**src/rtl/phy_mgmt_rd_pkg.sv**
```systemverilog
package phy_mgmt_rd_pkg;

  localparam int REG_AW = 5;
  localparam int REG_DW = 8;

  typedef enum logic [1:0] {
    OP_WRITE = 2'd0,
    OP_SET   = 2'd1,
    OP_CLEAR = 2'd2
  } bus_op_e;

  typedef struct packed {
    logic              we;
    logic              re;
    bus_op_e           op;
    logic [REG_AW-1:0] addr;
    logic [REG_DW-1:0] wdata;
  } bus_cmd_t;

  localparam logic [REG_AW-1:0] OFS_CTRL  = 5'h1F;
  localparam logic [REG_AW-1:0] OFS_MADDR = 5'h14;
  localparam logic [REG_AW-1:0] OFS_MCMD  = 5'h12;
  localparam logic [REG_AW-1:0] OFS_MSTAT = 5'h0A;
  localparam logic [REG_AW-1:0] OFS_RD_HI = 5'h19;
  localparam logic [REG_AW-1:0] OFS_RD_LO = 5'h18;

  localparam logic [REG_DW-1:0] MASK_BANK_LSB = 8'h01;
  localparam logic [REG_DW-1:0] MASK_BANK_MSB = 8'h02;
  localparam logic [REG_DW-1:0] CMD_READ      = 8'h01;
  localparam logic [REG_DW-1:0] CMD_NONE      = 8'h00;

  typedef enum logic [4:0] {
    ST_IDLE,
    ST_BANK_CLR,
    ST_BANK_SET,
    ST_ADDR_WR,
    ST_CMD_WR,
    ST_B3_SET,
    ST_POLL_RD,
    ST_POLL_WT,
    ST_POLL_CK,
    ST_B2_CLR,
    ST_CMD_CLR,
    ST_HI_RD,
    ST_HI_WT,
    ST_HI_CK,
    ST_LO_RD,
    ST_LO_WT,
    ST_LO_CK,
    ST_ABORT
  } seq_state_e;

endpackage

```
**src/rtl/phy_mgmt_poll_cnt.sv**
```systemverilog
module phy_mgmt_poll_cnt #(
  parameter int MAX_POLLS = 16
) (
  input  logic clk,
  input  logic rst,
  input  logic clr,
  input  logic inc,
  output logic last
);
  localparam int CW = (MAX_POLLS > 1) ? $clog2(MAX_POLLS) : 1;
  localparam logic [CW-1:0] LAST_VAL = CW'(MAX_POLLS - 1);

  logic [CW-1:0] cnt_q;

  always_ff @(posedge clk) begin
    if (rst || clr) begin
      cnt_q <= '0;
    end else if (inc) begin
      cnt_q <= cnt_q + 1'b1;
    end
  end

  assign last = (cnt_q == LAST_VAL);
endmodule

```
**src/rtl/phy_mgmt_ctrl.sv**
```systemverilog
module phy_mgmt_ctrl
  import phy_mgmt_rd_pkg::*;
#(
  parameter int PHY_AW = 5
) (
  input  logic              clk,
  input  logic              rst,
  input  logic              start,
  input  logic [PHY_AW-1:0] phy_reg,
  input  logic              stat_busy,
  input  logic              poll_last,
  output bus_cmd_t          cmd,
  output logic              poll_clr,
  output logic              poll_inc,
  output logic              cap_hi,
  output logic              fin,
  output logic              fin_err,
  output logic              busy_nxt
);
  seq_state_e        st_q, st_d;
  logic [PHY_AW-1:0] reg_q;
  logic              tmo_q;
  logic              tmo_set;

  always_ff @(posedge clk) begin
    if (rst) begin
      st_q  <= ST_IDLE;
      reg_q <= '0;
      tmo_q <= 1'b0;
    end else begin
      st_q <= st_d;
      if (st_q == ST_IDLE && start) begin
        reg_q <= phy_reg;
        tmo_q <= 1'b0;
      end else if (tmo_set) begin
        tmo_q <= 1'b1;
      end
    end
  end

  always_comb begin
    st_d     = st_q;
    cmd      = '0;
    poll_clr = 1'b0;
    poll_inc = 1'b0;
    cap_hi   = 1'b0;
    fin      = 1'b0;
    fin_err  = 1'b0;
    tmo_set  = 1'b0;
    unique case (st_q)
      ST_IDLE: begin
        if (start) begin
          st_d     = ST_BANK_CLR;
          poll_clr = 1'b1;
        end
      end
      ST_BANK_CLR: begin
        cmd.we = 1'b1; cmd.op = OP_CLEAR; cmd.addr = OFS_CTRL; cmd.wdata = MASK_BANK_LSB;
        st_d = ST_BANK_SET;
      end
      ST_BANK_SET: begin
        cmd.we = 1'b1; cmd.op = OP_SET; cmd.addr = OFS_CTRL; cmd.wdata = MASK_BANK_MSB;
        st_d = ST_ADDR_WR;
      end
      ST_ADDR_WR: begin
        cmd.we = 1'b1; cmd.op = OP_WRITE; cmd.addr = OFS_MADDR; cmd.wdata = REG_DW'(reg_q);
        st_d = ST_CMD_WR;
      end
      ST_CMD_WR: begin
        cmd.we = 1'b1; cmd.op = OP_WRITE; cmd.addr = OFS_MCMD; cmd.wdata = CMD_READ;
        st_d = ST_B3_SET;
      end
      ST_B3_SET: begin
        cmd.we = 1'b1; cmd.op = OP_SET; cmd.addr = OFS_CTRL; cmd.wdata = MASK_BANK_LSB;
        st_d = ST_POLL_RD;
      end
      ST_POLL_RD: begin
        cmd.re = 1'b1; cmd.addr = OFS_MSTAT;
        st_d = ST_POLL_WT;
      end
      ST_POLL_WT: st_d = ST_POLL_CK;
      ST_POLL_CK: begin
        if (!stat_busy) begin
          st_d = ST_B2_CLR;
        end else if (poll_last) begin
          tmo_set = 1'b1;
          st_d    = ST_B2_CLR;
        end else begin
          poll_inc = 1'b1;
          st_d     = ST_POLL_RD;
        end
      end
      ST_B2_CLR: begin
        cmd.we = 1'b1; cmd.op = OP_CLEAR; cmd.addr = OFS_CTRL; cmd.wdata = MASK_BANK_LSB;
        st_d = ST_CMD_CLR;
      end
      ST_CMD_CLR: begin
        cmd.we = 1'b1; cmd.op = OP_WRITE; cmd.addr = OFS_MCMD; cmd.wdata = CMD_NONE;
        st_d = tmo_q ? ST_ABORT : ST_HI_RD;
      end
      ST_HI_RD: begin
        cmd.re = 1'b1; cmd.addr = OFS_RD_HI;
        st_d = ST_HI_WT;
      end
      ST_HI_WT: st_d = ST_HI_CK;
      ST_HI_CK: begin
        cap_hi = 1'b1;
        st_d   = ST_LO_RD;
      end
      ST_LO_RD: begin
        cmd.re = 1'b1; cmd.addr = OFS_RD_LO;
        st_d = ST_LO_WT;
      end
      ST_LO_WT: st_d = ST_LO_CK;
      ST_LO_CK: begin
        fin  = 1'b1;
        st_d = ST_IDLE;
      end
      ST_ABORT: begin
        fin     = 1'b1;
        fin_err = 1'b1;
        st_d    = ST_IDLE;
      end
      default: st_d = ST_IDLE;
    endcase
  end

  assign busy_nxt = (st_d != ST_IDLE);
endmodule

```
**src/rtl/phy_mgmt_bus_drv.sv**
```systemverilog
module phy_mgmt_bus_drv
  import phy_mgmt_rd_pkg::*;
(
  input  logic              clk,
  input  logic              rst,
  input  bus_cmd_t          cmd,
  input  logic              busy_nxt,
  output logic [REG_AW-1:0] bus_addr,
  output logic [REG_DW-1:0] bus_wdata,
  output logic              bus_we,
  output logic [1:0]        bus_op,
  output logic              bus_re,
  output logic              busy
);
  always_ff @(posedge clk) begin
    if (rst) begin
      bus_addr  <= '0;
      bus_wdata <= '0;
      bus_we    <= 1'b0;
      bus_op    <= 2'd0;
      bus_re    <= 1'b0;
      busy      <= 1'b0;
    end else begin
      bus_addr  <= cmd.addr;
      bus_wdata <= cmd.wdata;
      bus_we    <= cmd.we;
      bus_op    <= cmd.op;
      bus_re    <= cmd.re;
      busy      <= busy_nxt;
    end
  end
endmodule

```
**src/rtl/phy_mgmt_result.sv**
```systemverilog
module phy_mgmt_result #(
  parameter int BYTE_W = 8
) (
  input  logic              clk,
  input  logic              rst,
  input  logic              cap_hi,
  input  logic              fin,
  input  logic              fin_err,
  input  logic [BYTE_W-1:0] rdata,
  output logic [2*BYTE_W-1:0] data,
  output logic              done,
  output logic              err
);
  logic [BYTE_W-1:0] hi_q;

  always_ff @(posedge clk) begin
    if (rst) begin
      hi_q <= '0;
      data <= '0;
      done <= 1'b0;
      err  <= 1'b0;
    end else begin
      done <= fin;
      if (cap_hi) hi_q <= rdata;
      if (fin) begin
        err  <= fin_err;
        data <= fin_err ? '0 : {hi_q, rdata};
      end
    end
  end
endmodule

```
**src/rtl/phy_mgmt_rd.sv**
```systemverilog
module phy_mgmt_rd
  import phy_mgmt_rd_pkg::*;
#(
  parameter int PHY_AW    = 5,
  parameter int MAX_POLLS = 16
) (
  input  logic              clk,
  input  logic              rst,
  input  logic              start,
  input  logic [PHY_AW-1:0] phy_reg,
  output logic              busy,
  output logic              done,
  output logic              err,
  output logic [15:0]       phy_data,
  output logic [4:0]        bus_addr,
  output logic [7:0]        bus_wdata,
  output logic              bus_we,
  output logic [1:0]        bus_op,
  output logic              bus_re,
  input  logic [7:0]        bus_rdata
);
  bus_cmd_t cmd;
  logic poll_clr, poll_inc, poll_last;
  logic cap_hi, fin, fin_err, busy_nxt;

  phy_mgmt_poll_cnt #(.MAX_POLLS(MAX_POLLS)) u_poll (
    .clk(clk), .rst(rst), .clr(poll_clr), .inc(poll_inc), .last(poll_last)
  );

  phy_mgmt_ctrl #(.PHY_AW(PHY_AW)) u_ctrl (
    .clk(clk), .rst(rst), .start(start), .phy_reg(phy_reg),
    .stat_busy(bus_rdata[0]), .poll_last(poll_last), .cmd(cmd),
    .poll_clr(poll_clr), .poll_inc(poll_inc), .cap_hi(cap_hi),
    .fin(fin), .fin_err(fin_err), .busy_nxt(busy_nxt)
  );

  phy_mgmt_bus_drv u_drv (
    .clk(clk), .rst(rst), .cmd(cmd), .busy_nxt(busy_nxt),
    .bus_addr(bus_addr), .bus_wdata(bus_wdata), .bus_we(bus_we),
    .bus_op(bus_op), .bus_re(bus_re), .busy(busy)
  );

  phy_mgmt_result #(.BYTE_W(REG_DW)) u_res (
    .clk(clk), .rst(rst), .cap_hi(cap_hi), .fin(fin), .fin_err(fin_err),
    .rdata(bus_rdata), .data(phy_data), .done(done), .err(err)
  );
endmodule

```
**config.mk**
```make
export PLATFORM = sky130hd
export DESIGN_NAME = phy_mgmt_rd
export DESIGN_NICKNAME = d
export VERILOG_FILES = /design/src/rtl/phy_mgmt_rd_pkg.sv /design/src/rtl/phy_mgmt_poll_cnt.sv /design/src/rtl/phy_mgmt_ctrl.sv /design/src/rtl/phy_mgmt_bus_drv.sv /design/src/rtl/phy_mgmt_result.sv /design/src/rtl/phy_mgmt_rd.sv
export SDC_FILE = /design/constraint.sdc
export NUM_CORES = 1
export LEC_CHECK = 0
export ABC_AREA = 1
export BUFFER_PORTS_ARGS = -buffer_cell sky130_fd_sc_hd__buf_2
export CAP_MARGIN = 20
export CORE_MARGIN = 1
export CORE_UTILIZATION = 30
export CTS_BUF_LIST = sky130_fd_sc_hd__clkbuf_4
export DETAILED_ROUTE_END_ITERATION = 12
export GPL_TIMING_DRIVEN = 1
export PLACE_DENSITY_LB_ADDON = 0.08
export SYNTH_ARGS = -nofsm -noshare
export SYNTH_HDL_FRONTEND = slang
export SYNTH_SLANG_ARGS = --single-unit
```
**constraint.sdc**
```tcl
create_clock -name clk -period 3.67 [get_ports clk]
set_clock_uncertainty 0.2 [all_clocks]
set_input_delay 0.9175 -clock clk [delete_from_list [all_inputs] [get_ports clk]]
set_output_delay 0.9175 -clock clk [all_outputs]
set_load 0.01 [all_outputs]
```
==> flow_summary.json, run 1 <==
{
  "cp_num_buf_inv": 1,
  "antenna_found_initial": 0,
  "drt-met1-wl_um": 2615,
  "chipWidth_um": 87.90,
  "num-fill-cells": 790,
  "synthCells": 296,
  "cts_sinks": 56,
  "start_util": 0.3187,
  "finalHoldViolations": 0,
  "die-area_mm2": 0.007726,
  "crit_required_ns": 2.55,
  "fin_tns_setup_ns": 0,
  "p_int_mw": 0.8401,
  "path_class": "reg -> out",
  "ys_seq_area_frac": 0.5065,
  "root_buffer": "clkbuf_4",
  "r2r_start": "u_ctrl.st_q[2]",
  "diodes": 0,
  "crit_path_start_kind": "flop",
  "syn_avg_cell_area_um2": 7.478,
  "final_max_slew_viol_count": 0,
  "final_common_cell": "nand2_1",
  "holdWs_ns": 0.2628,
  "worst_ep_arrival_time_ns": 0.90,
  "p_per_area_mw_per_mm2": 447.5,
  "cts_made_buffers": 5,
  "pwr-share-seq": 0.571,
  "cts_tree": "done",
  "fin_util": 0.3733,
  "ys_types": 27,
  "final_cell_mix": "nand2_1 (68), dfxtp_1 (56), nor2_1 (55)",
  "min_path_type": "reg -> reg",
  "globalplace.congestion": 0.7915,
  "fmax_mhz": 495.3,
  "rr_worst_depth": 5,
  "setup_viol_count_final": 0,
  "drive_gt1_frac": 0.1983,
  "rsz0062_at_grt": "no",
  "clock_path_buffers": 2,
  "htree_num_levels": 2,
  "dr_wl_met3_um": 219,
  "rr_endpoint": "u_res.data[5]",
  "postCtsHoldBufs": 0,
  "worstSkewPairLatency_ns": 0.39,
  "cts_resized": 0,
  "drt_wl_total_um": 5124,
  "worst-slew-pin-transition_ns": 0.8843,
  "path_cells": "buf_2",
  "holdCritStartpoint": "u_ctrl.reg_q[3]",
  "relSlewSlack": 0.4060,
  "core_mm2": 0.006944,
  "critPathSlowestCell": "dfxtp_1",
  "p_leak_nw": 1.176,
  "dr_wl_met2_um": 2213,
  "cts_setup_buffers": 0,
  "nets": 359,
  "fin_crit_sh": 0.5502,
  "vdd_ir_drop_max_mv": 0.1326,
  "ant_nets": 0,
  "drc": 0,
  "wl_per_cell_um": 11.67,
  "grt_max_degree": 21,
  "die_y_um": 87.90,
  "viasPerCell": 4.401,
  "top_layer": "met4",
  "grt_pass1_wl_um": 8514,
  "cp_top_family": "flip-flops",
  "firstDrtPassIters": 4,
  "max_stage_delay_ns": 0.38,
  "num_rows": 30,
  "syn_area_mm2": 0.002213,
  "ys_warn_count": 0,
  "track_usage": 0.1440,
  "cp_max_fo": 2,
  "synth_seq_cells": 56,
  "endpoint_kind": "primary output",
  "num_io_pins": 52,
  "vias": 1932,
  "grt_pass1_vias": 1697,
  "switchingPower_mw": 0.3200,
  "outcome": "complete, no violations",
  "hold_path_end": "u_drv.bus_wdata[3]",
  "whs_path_depth": 2,
  "area_delta_synth_final_pct": 17.13,
  "r2r_slack_ns": 1.71,
  "drt_iter0_markers": 79,
  "cap_violations": 0,
  "netSwitchingFraction": 0.2758,
  "fin_crit_ns": 2.019,
  "numPortBuffers": 48,
  "dp_hpwl_um": 3787,
  "overflow": 0,
  "p_clk_frac": 0.293,
  "pwr-share-comb": 0.136,
  "clkTransAtPathRegs_ns": 0.16
}
-- layout make-up --
| class | count | area, um2 | area share |
|---|---|---|---|
| clock buffer | 5 | 37.54 | 0.01448 |
| clock inverter | 3 | 42.54 | 0.01641 |
| inverter | 24 | 90.09 | 0.03475 |
| multi-input combinational | 206 | 933.4 | 0.3600 |
| sequential | 56 | 1121 | 0.4324 |
| tap | 96 | 120.1 | 0.04633 |
| timing repair buffer | 49 | 247.7 | 0.09556 |
-- worst reg2reg max path: cells and delay by family (launching register included) --
| family | cells | cell delay [ns] |
|---|---|---|
| and+or+nand+nor | 3 | 1.06 |
| DFF | 1 | 0.43 |
| AOI/OAI and AO/OA | 1 | 0.16 |
| buffers and inverters | 1 | 0.08 |
-- synthesized netlist by cell type --
cell	number	area, um2
nand2_1	68	255.2
dfxtp_1	56	1121
nor2_1	55	206.5
a21oi_1	30	150.1
inv_1	20	75.07
o21ai_0	18	90.09
nand3_1	12	60.06
clkbuf_1	5	18.77
buf_4	4	30.03
inv_2	4	15.01
a31oi_1	3	18.77
nor2_2	3	18.77
nor3_1	3	15.01
buf_6	2	22.52
a21o_1	1	7.510
a21oi_2	1	8.760
buf_2	1	5.000
conb_1	1	3.750
ha_1	1	12.51
nand3_2	1	10.01
nand3b_1	1	7.510
nand4_1	1	6.260
nor2_4	1	11.26
nor3_2	1	10.01
nor4_4	1	21.27
o22ai_1	1	6.260
or3_1	1	6.260
-- flip-flops by register name (all words and copies together), names as in the netlist --
signal,flops
u_res.done,1
u_drv.bus_op,2
u_ctrl.tmo_q,1
u_drv.bus_wdata,5
u_ctrl.reg_q,5
u_drv.bus_addr,5
u_res.data,16
u_drv.bus_we,1
u_drv.bus_re,1
u_ctrl.st_q,5
u_res.hi_q,8
u_res.err,1
u_poll.cnt_q,4
u_drv.busy,1
-- worst max path at each step --
stage | startpoint | end | cells past startpoint
after floorplan | rst | u_drv.busy | 5
after global placement | rst | u_ctrl.reg_q[0] | 4
after detailed placement | rst | u_res.hi_q[3] | 4
after CTS | u_res.err | err | 1
after global routing | u_ctrl.st_q[2] | u_res.data[10] | 5
final | u_res.err | err | 1
-- layer usage --
| layer | vias up | track usage |
|---|---|---|
| li1 | 1031 | - |
| met1 | 853 | 0.2053 |
| met2 | 42 | 0.2128 |
| met3 | 6 | 0.03299 |
| met4 | 0 | 0.04918 |
| met5 | - | 0 |
-- through the flow --
stage | cell area [um2] | setup slack (ns) | power (mW) | cells
2_1_floorplan | 2221 | 1.825 | 0.7885 | 298
3_3_place_gp | 2512 | 1.519 | 0.8384 | 431
3_5_place_dp | 2512 | 1.475 | 0.8371 | 431
4_1_cts | 2592 | 1.627 | 1.181 | 439
5_1_grt | 2592 | 1.477 | 1.232 | 439
6_report | 2592 | 1.651 | 1.160 | 439
-- logic make-up (layout without fill, tap and decap cells) --
kind of cell	Yosys count	after routing	share of synthesized area
and+or+nand+nor	148	148	0.2838
DFF	56	56	0.5065
AOI/OAI and AO/OA	54	54	0.1272
buffers and inverters	36	81	0.07518
adders and majority gates	1	1	0.005652
other	1	3	0.001694
-- power by group through the flow --
stage	sequential (mW)	combinational (mW)	clock, mW
2_1_floorplan	0.676	0.113	0
3_3_place_gp	0.678	0.160	0
3_5_place_dp	0.676	0.161	0
4_1_cts	0.664	0.161	0.356
5_1_grt	0.668	0.183	0.382
6_report	0.663	0.158	0.340
No activity file was read; power rests on OpenSTA's default activity.
==> run 2, diff against run 1 <==
==> constraint.sdc (replaced) <==
create_clock -name clk -period 1.9 [get_ports clk]
set_clock_uncertainty 0.2 [all_clocks]
set_input_delay 0.475 -clock clk [delete_from_list [all_inputs] [get_ports clk]]
set_output_delay 0.475 -clock clk [all_outputs]
set_load 0.01 [all_outputs]
==> flow_summary.json, run 2 (synthesized netlist as in run 1, its figures left out) <==
{
  "cap_violations": 0,
  "nets": 367,
  "wl_per_cell_um": 11.87,
  "final_common_cell": "nand2_1",
  "fin_crit_ns": 1.754,
  "num_io_pins": 52,
  "min_path_type": "in -> reg",
  "num_rows": 30,
  "firstDrtPassIters": 4,
  "viasPerCell": 4.490,
  "clkTransAtPathRegs_ns": 0.15,
  "core_mm2": 0.006944,
  "root_buffer": "clkbuf_4",
  "p_leak_nw": 1.205,
  "dp_hpwl_um": 3895,
  "p_per_area_mw_per_mm2": 803.5,
  "hold_path_end": "u_ctrl.reg_q[0]",
  "r2r_start": "u_ctrl.st_q[3]",
  "max_stage_delay_ns": 0.48,
  "worst_ep_arrival_time_ns": 1.84,
  "fin_crit_sh": 0.9229,
  "die_y_um": 87.90,
  "top_regs": "u_res.data: 16 flops, u_res.hi_q: 8 flops",
  "r2r_slack_ns": 0.15,
  "holdCritStartpoint": "phy_reg[0]",
  "top_layer": "met4",
  "grt_pass1_wl_um": 8721,
  "final_max_slew_viol_count": 0,
  "cts_made_buffers": 5,
  "cp_top_family": "simple AND/OR/NAND/NOR gates",
  "crit_required_ns": 1.99,
  "drt-met1-wl_um": 2670,
  "globalplace.congestion": 0.8041,
  "cts_tree": "done",
  "die-area_mm2": 0.007726,
  "crit_path_start_kind": "flop",
  "area_delta_synth_final_pct": 19.05,
  "drive_gt1_frac": 0.2308,
  "vdd_ir_drop_max_mv": 0.2861,
  "dr_wl_met2_um": 2230,
  "largest-register": "u_res.data",
  "path_cells": "inv_1 > nand2_1 > inv_1 > a21oi_2 > nand2_1 > nor3_2 > nand2_1 > nand2_1 > inv_1",
  "fin_util": 0.3795,
  "clock_path_buffers": 2,
  "rsz0062_at_grt": "no",
  "fin_tns_setup_ns": 0,
  "dr_wl_met3_um": 313,
  "cpMostUsedCell": "nand2_1",
  "rr_endpoint": "u_drv.bus_addr[4]",
  "setup_viol_count_final": 0,
  "start_util": 0.3187,
  "whs_path_depth": 3,
  "antenna_found_initial": 0,
  "rr_worst_depth": 9,
  "cts_sinks": 56,
  "largest_reg_flops": 16,
  "final_cell_mix": "nand2_1 (68), nor2_1 (55), dfxtp_1 (51)",
  "drt_iter0_markers": 176,
  "chipWidth_um": 87.90,
  "num-fill-cells": 768,
  "diodes": 0,
  "htree_num_levels": 2,
  "numPortBuffers": 48,
  "outcome": "complete, no violations",
  "endpoint_kind": "flop",
  "drt_wl_total_um": 5308,
  "worstSkewPairLatency_ns": 0.37,
  "fmax_mhz": 570.3,
  "cp_num_buf_inv": 3,
  "overflow": 0,
  "cp_max_fo": 5,
  "grt_pass1_vias": 1793,
  "drc": 0,
  "critPathSlowestCell": "dfxtp_1",
  "ant_nets": 0,
  "vias": 2007,
  "finalHoldViolations": 0,
  "grt_max_degree": 19,
  "track_usage": 0.1475,
  "path_class": "reg -> reg"
}
-- run 2: metal layers --
metal	GRT usage	vias up
li1	-	1045
met1	0.2085	893
met2	0.2213	61
met3	0.03016	8
met4	0.05365	0
met5	0	-
-- run 2: tightest hold or removal path, delay by kind of cell --
family	cells	cell delay, ns
simple gates	2	0.11
buf+inv	1	0.08
-- run 2: repair_timing --
item | CTS | global route
hold endpoints to repair | 0 | 0
gates resized for setup | 0 | 5
buffers inserted | 0 | 0
setup endpoints to repair | 0 | 4
hold buffers | 0 | 0
-- run 2: area by class of cell --
type / count / area [um2] / share of cell area
well taps: 96 / 120.1 / 0.04558
clock inverters: 2 / 11.26 / 0.004273
clock buffers: 6 / 45.04 / 0.01709
multi-input cells: 206 / 933.4 / 0.3542
inverters: 24 / 90.09 / 0.03419
flip-flops and latches: 56 / 1127 / 0.4278
repair buffers: 57 / 307.8 / 0.1168
-- run 2: through the flow --
step	total power [mW]	hold slack [ns]	setup WS, ns	instances	area, um2
3_5_place_dp	1.629	0.2316	0.1437	439	2572
4_1_cts	2.149	0.1056	0.1118	447	2629
3_3_place_gp	1.632	0.2380	0.1461	439	2572
2_1_floorplan	1.523	0.2198	0.4018	298	2221
5_1_grt	2.235	0.1016	0.002783	447	2635
6_report	2.117	0.1147	0.1464	447	2635
-- run 2: power by group --
group | internal [mW] | total (mW) | switching (mW)
logic | 0.117 | 0.321 | 0.204
clock network | 0.156 | 0.515 | 0.359
registers | 1.24 | 1.28 | 0.0404
-- run 2: worst max-delay path by stage --
| stage | start | endpoint | slack, ns | cells after the start |
|---|---|---|---|---|
| 6_report | u_ctrl.st_q[3] | u_drv.bus_addr[4] | 0.15 | 9 |
| 2_1_floorplan | u_poll.cnt_q[0] | u_poll.cnt_q[3] | 0.40 | 7 |
| 5_1_grt | u_poll.cnt_q[0] | u_drv.busy | 0.003 | 10 |
| 3_3_place_gp | u_ctrl.st_q[0] | u_drv.bus_addr[4] | 0.15 | 9 |
| 4_1_cts | u_ctrl.st_q[0] | u_drv.bus_addr[4] | 0.11 | 9 |
| 3_5_place_dp | u_ctrl.st_q[0] | u_drv.bus_addr[4] | 0.14 | 9 |
